===== src/rtl/gfs_pkg.sv =====
package gfs_pkg;
    typedef enum logic [1:0] {
        PW_SLEEP = 2'd0,
        PW_WAKE  = 2'd1,
        PW_RUN   = 2'd2,
        PW_ENTER = 2'd3
    } pw_state_t;

    typedef enum logic {
        RT_IDLE = 1'b0,
        RT_HOLD = 1'b1
    } rt_state_t;
endpackage


===== src/rtl/gfs_power_seq.sv =====
module gfs_power_seq
    import gfs_pkg::*;
#(
    parameter int SLEEP_CYC = 200,
    parameter int WAKE_CYC  = 100
) (
    input  logic clk,
    input  logic rst_n,
    input  logic run_req,
    output logic active,
    output logic waking,
    output logic powered
);
    localparam int MAXC = (SLEEP_CYC > WAKE_CYC) ? SLEEP_CYC : WAKE_CYC;
    localparam int CW   = $clog2(MAXC + 1);

    pw_state_t state_q, state_d;
    logic [CW-1:0] cnt_q, cnt_d;

    always_comb begin
        state_d = state_q;
        cnt_d   = cnt_q;
        unique case (state_q)
            PW_SLEEP: if (run_req) begin
                state_d = PW_WAKE;
                cnt_d   = '0;
            end
            PW_WAKE: begin
                if (!run_req) state_d = PW_SLEEP;
                else if (cnt_q == CW'(WAKE_CYC - 1)) state_d = PW_RUN;
                else cnt_d = cnt_q + 1'b1;
            end
            PW_RUN: if (!run_req) begin
                state_d = PW_ENTER;
                cnt_d   = '0;
            end
            PW_ENTER: begin
                if (run_req) state_d = PW_RUN;
                else if (cnt_q == CW'(SLEEP_CYC - 1)) state_d = PW_SLEEP;
                else cnt_d = cnt_q + 1'b1;
            end
        endcase
    end

    always_ff @(posedge clk or negedge rst_n) begin
        if (!rst_n) begin
            state_q <= PW_SLEEP;
            cnt_q   <= '0;
        end else begin
            state_q <= state_d;
            cnt_q   <= cnt_d;
        end
    end

    always_comb begin
        active  = (state_q == PW_RUN) || (state_q == PW_ENTER);
        waking  = (state_q == PW_WAKE);
        powered = (state_q != PW_SLEEP);
    end
endmodule


===== src/rtl/gfs_ocp_filter.sv =====
module gfs_ocp_filter #(
    parameter int N_FET        = 4,
    parameter int DEGLITCH_CYC = 16
) (
    input  logic             clk,
    input  logic             rst_n,
    input  logic             clr,
    input  logic [N_FET-1:0] fet_on,
    input  logic [N_FET-1:0] vds_hi,
    input  logic             hs_mon_off,
    input  logic             sense_oc,
    output logic             trip
);
    localparam int DW = $clog2(DEGLITCH_CYC + 1);
    localparam int HS = N_FET / 2;

    logic [N_FET-1:0] watch;
    logic [DW-1:0]    cnt_q;
    logic             hit;

    for (genvar i = 0; i < N_FET; i++) begin : g_mask
        if (i < HS) begin : g_hs
            assign watch[i] = vds_hi[i] & fet_on[i] & ~hs_mon_off;
        end else begin : g_ls
            assign watch[i] = vds_hi[i] & fet_on[i];
        end
    end

    assign hit  = (|watch) | sense_oc;
    assign trip = hit && !clr && (cnt_q == DW'(DEGLITCH_CYC));

    always_ff @(posedge clk or negedge rst_n) begin
        if (!rst_n) cnt_q <= '0;
        else if (clr || !hit) cnt_q <= '0;
        else if (cnt_q != DW'(DEGLITCH_CYC)) cnt_q <= cnt_q + 1'b1;
    end
endmodule


===== src/rtl/gfs_pdf_watch.sv =====
module gfs_pdf_watch #(
    parameter int N_FET     = 4,
    parameter int DRIVE_CYC = 40
) (
    input  logic             clk,
    input  logic             rst_n,
    input  logic             clr,
    input  logic [N_FET-1:0] gate_cmd,
    input  logic [N_FET-1:0] gate_fb,
    output logic             trip
);
    localparam int WW = $clog2(DRIVE_CYC + 1);

    logic [N_FET-1:0] cmd_q;
    logic [WW-1:0]    win_q;

    assign trip = !clr && (win_q == WW'(1)) && (gate_fb != gate_cmd);

    always_ff @(posedge clk or negedge rst_n) begin
        if (!rst_n) begin
            cmd_q <= '0;
            win_q <= '0;
        end else begin
            cmd_q <= gate_cmd;
            if (clr) win_q <= '0;
            else if (gate_cmd != cmd_q) win_q <= WW'(DRIVE_CYC);
            else if (win_q != '0) win_q <= win_q - 1'b1;
        end
    end
endmodule


===== src/rtl/gfs_retry.sv =====
module gfs_retry
    import gfs_pkg::*;
#(
    parameter int RETRY_CYC = 4000
) (
    input  logic clk,
    input  logic rst_n,
    input  logic en,
    input  logic trip,
    output logic hold
);
    localparam int RW = $clog2(RETRY_CYC + 1);

    rt_state_t state_q, state_d;
    logic [RW-1:0] cnt_q, cnt_d;

    always_comb begin
        state_d = state_q;
        cnt_d   = cnt_q;
        unique case (state_q)
            RT_IDLE: if (en && trip) begin
                state_d = RT_HOLD;
                cnt_d   = '0;
            end
            RT_HOLD: begin
                if (!en || cnt_q == RW'(RETRY_CYC - 1)) state_d = RT_IDLE;
                else cnt_d = cnt_q + 1'b1;
            end
        endcase
    end

    always_ff @(posedge clk or negedge rst_n) begin
        if (!rst_n) begin
            state_q <= RT_IDLE;
            cnt_q   <= '0;
        end else begin
            state_q <= state_d;
            cnt_q   <= cnt_d;
        end
    end

    always_comb hold = (state_q == RT_HOLD);
endmodule


===== src/rtl/gdrv_fault_sup.sv =====
module gdrv_fault_sup #(
    parameter int N_FET        = 4,
    parameter int DEGLITCH_CYC = 16,
    parameter int RETRY_CYC    = 4000,
    parameter int DRIVE_CYC    = 40,
    parameter int SLEEP_CYC    = 200,
    parameter int WAKE_CYC     = 100
) (
    input  logic             clk,
    input  logic             rst_n,
    input  logic             run_req,
    input  logic             uv_supply,
    input  logic             uv_pump,
    input  logic             over_temp,
    input  logic             hs_mon_off,
    input  logic [N_FET-1:0] fet_on,
    input  logic [N_FET-1:0] vds_hi,
    input  logic             sense_oc,
    input  logic [N_FET-1:0] gate_cmd,
    input  logic [N_FET-1:0] gate_fb,
    output logic             bridge_dis,
    output logic             cp_en,
    output logic             avdd_en,
    output logic             fault_n
);
    logic pw_active, pw_waking, pw_powered;
    logic rt_hold, ocp_trip, pdf_trip, lvl_fault, pwr_cut;

    gfs_power_seq #(.SLEEP_CYC(SLEEP_CYC), .WAKE_CYC(WAKE_CYC)) u_pwr (
        .clk(clk), .rst_n(rst_n), .run_req(run_req),
        .active(pw_active), .waking(pw_waking), .powered(pw_powered)
    );

    gfs_ocp_filter #(.N_FET(N_FET), .DEGLITCH_CYC(DEGLITCH_CYC)) u_ocp (
        .clk(clk), .rst_n(rst_n), .clr(bridge_dis), .fet_on(fet_on),
        .vds_hi(vds_hi), .hs_mon_off(hs_mon_off), .sense_oc(sense_oc),
        .trip(ocp_trip)
    );

    gfs_pdf_watch #(.N_FET(N_FET), .DRIVE_CYC(DRIVE_CYC)) u_pdf (
        .clk(clk), .rst_n(rst_n), .clr(bridge_dis), .gate_cmd(gate_cmd),
        .gate_fb(gate_fb), .trip(pdf_trip)
    );

    gfs_retry #(.RETRY_CYC(RETRY_CYC)) u_rty (
        .clk(clk), .rst_n(rst_n), .en(pw_active),
        .trip(ocp_trip | pdf_trip), .hold(rt_hold)
    );

    always_comb begin
        lvl_fault  = uv_supply | uv_pump | over_temp;
        pwr_cut    = uv_supply | over_temp;
        bridge_dis = !pw_active || lvl_fault || rt_hold;
        cp_en      = pw_active && !pwr_cut;
        avdd_en    = pw_powered && !pwr_cut;
        fault_n    = !(pw_active && (lvl_fault || rt_hold));
    end
endmodule


===== config.mk =====
export PLATFORM = sky130hd
export DESIGN_NAME = gdrv_fault_sup
export DESIGN_NICKNAME = d
export VERILOG_FILES = /design/src/rtl/gfs_pkg.sv /design/src/rtl/gfs_power_seq.sv /design/src/rtl/gfs_ocp_filter.sv /design/src/rtl/gfs_pdf_watch.sv /design/src/rtl/gfs_retry.sv /design/src/rtl/gdrv_fault_sup.sv
export SDC_FILE = /design/constraint.sdc
export NUM_CORES = 1
export LEC_CHECK = 0
export ABC_AREA = 1
export ABC_CLOCK_PERIOD_IN_PS = 1500
export BUFFER_PORTS_ARGS = -buffer_cell sky130_fd_sc_hd__buf_2
export CAP_MARGIN = 20
export CORE_MARGIN = 2
export CORE_UTILIZATION = 28
export DETAILED_ROUTE_END_ITERATION = 8
export PLACE_DENSITY = 0.55
export SLEW_MARGIN = 20
export SYNTH_ARGS = -nofsm -noshare
export SYNTH_HDL_FRONTEND = slang
export SYNTH_SLANG_ARGS = --single-unit

===== constraint.sdc =====
create_clock -name clk -period 1.5 [get_ports clk]
set_input_delay 0 -clock clk [delete_from_list [all_inputs] [get_ports clk]]
set_output_delay 0 -clock clk [all_outputs]
set_load 0.03 [all_outputs]

==> After elaboration in Yosys (flattened, before gate mapping) <==
Cells that the tools add are included.
Widths: inputs -> output; s select.
{ "op_classes": {"n_addsub": 4, "eq_ne": 21, "mux": 25, "bitwise_logic": 13, "reduce_logical": 28} }
{ "op_table": {"columns": ["op", "count"], "rows": [
  ["$mux 8", 6],
  ["$pmux 8 s4", 1],
  ["$mux 12", 2],
  ["$pmux 12 s2", 1],
  ["$mux 6", 3],
  ["$ne 2x2->1 const B", 7],
  ["$add 12x1->12 const B", 1],
  ["$eq 12x12->1 const B", 1],
  ["$mux 2", 6],
  ["$mux 5", 2],
  ["$add 8x1->8 const B", 1],
  ["$eq 8x7->1 const B", 1],
  ["$eq 8x8->1 const B", 1],
  ["$logic_and 1x1->1", 8],
  ["$ne 4x4->1", 2],
  ["$pmux 2 s4", 1],
  ["$and 1x1->1", 6],
  ["$eq 6x1->1 const B", 1],
  ["$logic_or 1x1->1", 6],
  ["$ne 3x2->1 const B", 2],
  ["$reduce_and 6->1", 1],
  ["$reduce_bool 6->1", 1],
  ["$sub 6x1->6 const B", 1],
  ["$add 5x1->5 const B", 1],
  ["other kinds (16)", 28]
]} }
{ "totals": {"reg_bits": 38, "input_bits": 24, "output_inout_bits": 4, "word_cells": 98} }

==> Depth between registers and ports, before layout <==
{ "depth": {"word_depth": 12, "ltp_mapped": 9, "ltp_nobuf": 9} }

==> By module <==
A second synthesis with hierarchy kept.
{ "hier_totals": {"hier_cells": 358, "hier_area_um2": 2573.7} }
{ "by_module_without_submodules": {"columns": ["mod", "instances", "cells_each", "area_per_inst_um2", "seq_area_each_um2"], "rows": [
  ["gfs_retry", 1, 118, 805.8, 325.3],
  ["gfs_pdf_watch", 1, 82, 710.7, 250.2],
  ["gfs_power_seq", 1, 103, 695.7, 250.2],
  ["gfs_ocp_filter", 1, 44, 314.1, 125.1],
  ["gdrv_fault_sup", 1, 11, 47.5, 0.0]
]} }

==> Worst setup path after synthesis <==
OpenSTA, ideal clock, no wires.
{ "synth_timing": {"path_type": "register to register", "start": "register u_rty.state_q (netlist: u_rty.hold)", "end": "register u_rty.cnt_q[4]", "setup_ps": 117, "arrival_time_ps": 1308, "t_required_ps": 1383, "path_slack_ps": 75, "path_stages_with_launch": 8, "n_path_buf": 1, "synth_period_minus_slack_ps": 1425, "path_cell_list": "dfrtp_1 -> nor2_2 -> nand3_2 -> inv_4 -> nand3_4 -> buf_6 -> nand4_1 -> nand2_1"} }
{ "synth_between": {"elab_chain_cells": 8, "elab_cells_between_ends": 13, "classes_between": "2 x eq/ne; 1 x mux; 2 x bitwise; 8 x reduce/logical"} }
{ "synth_rtl": {"columns": ["element", "line", "text"], "rows": [
  ["from (decl)", "gfs_retry.sv:14", "rt_state_t state_q, state_d;"],
  ["from (signal assigned)", "gfs_retry.sv:37", "state_q <= state_d;"],
  ["$logic_or 1x1->1 *", "gdrv_fault_sup.sv:53", "bridge_dis = !pw_active || lvl_fault || rt_hold;"],
  ["named net bridge_dis", "gdrv_fault_sup.sv:21", "output logic bridge_dis,"],
  ["$logic_not 1->1 *", "gfs_ocp_filter.sv:30, gfs_pdf_watch.sv:17", null],
  ["$logic_and 1x1->1 (on tied branches) (2 in series)", "gfs_ocp_filter.sv:30, gfs_pdf_watch.sv:17", null],
  ["$or 1x1->1 *", "gdrv_fault_sup.sv:47", ".trip(ocp_trip | pdf_trip), .hold(rt_hold)"],
  ["$logic_and 1x1->1 *", "gfs_retry.sv:21", "RT_IDLE: if (en && trip) begin"],
  ["$ne 2x1->1 (no line) *", null, null],
  ["$reduce_and 2->1 (no line) *", null, null],
  ["to (signal assigned)", "gfs_retry.sv:38", "cnt_q <= cnt_d;"],
  ["to (decl)", "gfs_retry.sv:15", "logic [RW-1:0] cnt_q, cnt_d;"]
]} }
Mark *: on every way through the listed nets, which the timed path passes. The rest lies on a longest branch.
A chain may end at the register's enable or synchronous reset.

==> Worst setup path after layout <==
{ "layout_timing": {"start": "register u_ocp.cnt_q[1]", "end": "register u_rty.cnt_q[8]"} }
{ "layout_between": {"elab_chain_cells": 6} }
{ "layout_rtl": {"columns": ["element", "line", "text"], "rows": [
  ["from (decl)", "gfs_ocp_filter.sv:18", "logic [DW-1:0] cnt_q;"],
  ["from (signal assigned)", "gfs_ocp_filter.sv:35", "else if (cnt_q != DW'(DEGLITCH_CYC)) cnt_q <= cnt_q + 1'b1;"],
  ["$eq 5x5->1", "gfs_ocp_filter.sv:30", "assign trip = hit && !clr && (cnt_q == DW'(DEGLITCH_CYC));"],
  ["$logic_and 1x1->1", "gfs_ocp_filter.sv:30", null],
  ["$or 1x1->1", "gdrv_fault_sup.sv:47", null],
  ["$logic_and 1x1->1", "gfs_retry.sv:21", null],
  ["$ne 2x1->1 (no line)", null, null],
  ["$reduce_and 2->1 (no line)", null, null]
]} }
No other way between the ends.

==> results_dict.tcl <==
set metrics [dict create \
    met2_usage_pct 19.9 \
    finalHoldViolations 0 \
    maxSlewViolCount 0 \
    overflow 0 \
    fin_crit_sh_pct 98.3 \
    yosysWarningCount 0 \
    area_growth_syn_to_layout_pct 30.5 \
    leakagePower_nw 1.58 \
    wl_per_cell_um 10.7 \
    power_frac_seq_pct 43.3 \
    die_area_um2 9670 \
    worstMarginPinSlew_ps 388 \
    pre_cts_slack_ps -39.1 \
    max-cap-violations 0 \
    cts.clk_slew.worst_paths_ps 70 \
    ys_seq_area_share_pct 38.2 \
    synth.top_cells.by_count "nand2_1 (102), inv_1 (41), dfrtp_1 (38)" \
    max-clock-path-buffers 2 \
    power_w 0.00272 \
    syn_area_um2 2490 \
    rrSetupSlack_ps 30 \
    p_sw_w 0.000909 \
    drc 0 \
    setup-violations-final 0 \
    grt_use_met1_pct 15.6 \
    start_util_pct 28.7 \
    arrival_ps 1700 \
    grtUsageTotal_pct 11.9 \
    min_path_type "in -> reg" \
    drive_above_1_share_pct 26.5 \
    slew_headroom_pct 74.2 \
    root_buffer "clkbuf_8" \
    synthFlopType "dfrtp_1" \
    firstDrtPassIters 4 \
    antenna_cells 0 \
    core_area_um2 8680 \
    yosysTopAreaCellShare_pct 38.2 \
    post_synth.cell_area_avg_um2 7.42 \
    clock_latency_ps 280 \
    postRouteAntennaNets 0 \
    finalWeightedCongestion 0.798 \
    rsz0062_at_grt "yes" \
    routed_via_density 4.48 \
    h-tree-depth 2 \
    cp_max_fo 8 \
    dp_hpwl_mm 4.03 \
    ys_types 31 \
    critPathKind "reg -> reg" \
    end_kind "flop" \
    yosys.area.top_type "dfrtp_1" \
    fmax_mhz 678 \
    internal_power_w 0.00181 \
    swShare_pct 33.4 \
    fin_crit_ps 1470 \
    postPlaceCellArea_um2 2900 \
    synthArstFlopShare_pct 100 \
    ys_seq_elements 38 \
    grt_pass1_wl_mm 9.64 \
    antenna_found_initial 0 \
    p_per_area_nw_per_um2 836 \
    routed_wl_mm 5.57 \
    num-nets-final 442 \
    num_vias 2325 \
    fp.dieW_um 98.3 \
    grt_max_degree 18 \
    start_kind "flop" \
    clockPowerShare_pct 24.2 \
    syn-num-nets 367 \
    irDropWorstVdd_mv 0.489 \
    tritoncts "yes" \
    synthCells 336 \
    fin_skew_ps 4.81 \
    fin_area_um2 3250 \
    fin_ws_ps 25.1 \
    synth_edf_count 0 \
    grt_pass1_vias 2194 \
    hold_ws_ps 11.8 \
    row_count 34 \
    die_h_um 98.3 \
    yosysMostFrequentCell "nand2_1" \
    required_ps 1720 \
    io_pins 28 \
    busiest_layer "met2" \
    io_buffers 27 \
    synthTopCellsByArea "dfrtp_1 (38%), nand2_1 (15%), inv_1 (6.2%)" \
    drt_iter0_drc 69 \
    comb_power_share_pct 32.6 \
    cts_sinks 38 \
    gr-usage-met3_pct 2.65 \
    cts_buffers 5 \
    status "finished clean" \
]
sequential cells by signal (all words and copies together), names as in the netlist, named ones only:
register and count:
u_pdf.win_q 6, u_pdf.cmd_q 4, u_pwr.state_q 1, u_ocp.cnt_q 5, u_rty.cnt_q 12, u_rty.hold 1, u_pwr.cnt_q 8
worst max-delay path, cell delays in order, from the launching register on:
cell     delay, ps
dfrtp_1        390
inv_2           80
ha_4           140
nand2_4         50
nor3_4         250
nand3_4        200
nand3_4        180
nand2_1         70
nand2_1         50
kinds of logic (layout without fill, tap and decap cells):
logic type,Yosys count,after routing,share of synthesized area [%]
buf+inv,49,122,8.89
simple gates,211,213,40.6
xor+xnor,14,14,4.92
compound gates,17,17,3.92
flops,38,38,38.2
fa+ha+maj,7,7,3.51
worst paths after layout:
path	startpoint	endpoint	depth (start not counted)
setup / recovery	u_ocp.cnt_q[1]	u_rty.cnt_q[8]	8
hold / removal	run_req	flop	3
setup reg to reg	u_ocp.cnt_q[1]	u_rty.cnt_q[8]	8
hold reg to reg	u_pwr.cnt_q[3]	u_pwr.cnt_q[3]	2
max in group asynchronous	rst_n	u_pdf.cmd_q[3]	3
min in group asynchronous	rst_n	u_pwr.cnt_q[2]	2
per-layer routing:
metal,part of all wire (%),vias up
met5,0,-
met4,0.36,0
met3,4.0,3
met2,48,36
met1,48,1058
li1,-,1228
metrics by stage:
stage                     utilization, %  TNS [ps]  cells
after CTS                           35.3         0    506
after global placement              33.4         0    491
after floorplan                        -         0    336
after global routing                37.5      -960    519
final                               37.5         0    519
after detailed placement            33.4      -133    491
area by class of cell:
class	instances	area, um2
flip-flops and latches	38	951
repair buffers	72	500
well taps	108	135
clock inverters	2	10.0
fillers	928	5430
clock buffers	5	68.8
inverters	43	164
multi-input cells	251	1420
repair_timing:
item | CTS | global route
endpoints found under the setup margin | 4 | 25
pin swaps | 1 | 15
hold endpoints to repair | 26 | 0
resized for setup | 1 | 25
gates cloned | 0 | 2
hold buffers | 5 | 0
buffers inserted | 3 | 11
power groups by stage:
| stage | Clock [W] | Combinational (W) | Sequential, W |
|---|---|---|---|
| 2_1_floorplan | 0 | 0.000507 | 0.00115 |
| 3_3_place_gp | 0 | 0.000682 | 0.00119 |
| 3_5_place_dp | 0 | 0.000695 | 0.00119 |
| 4_1_cts | 0.000696 | 0.000782 | 0.00117 |
| 5_1_grt | 0.000727 | 0.000996 | 0.00119 |
| 6_report | 0.000658 | 0.000886 | 0.00118 |
layout by cell type, fill, tap and decap left out, drive strengths merged:
cell type,count
buf,67
a21oi,5
nor3b,6
inv,43
o21ai,10
xor2,13
a21boi,1
nand4,19
dlygate4sd3,5
ha,7
clkinv,2
nor3,3
nor2,43
xnor2,1
nand3b,4
nand3,30
o21bai,1
or2,3
nand2,105
clkbuf,5
dfrtp,38
Note: power is estimated with default switching activity, not from simulation.
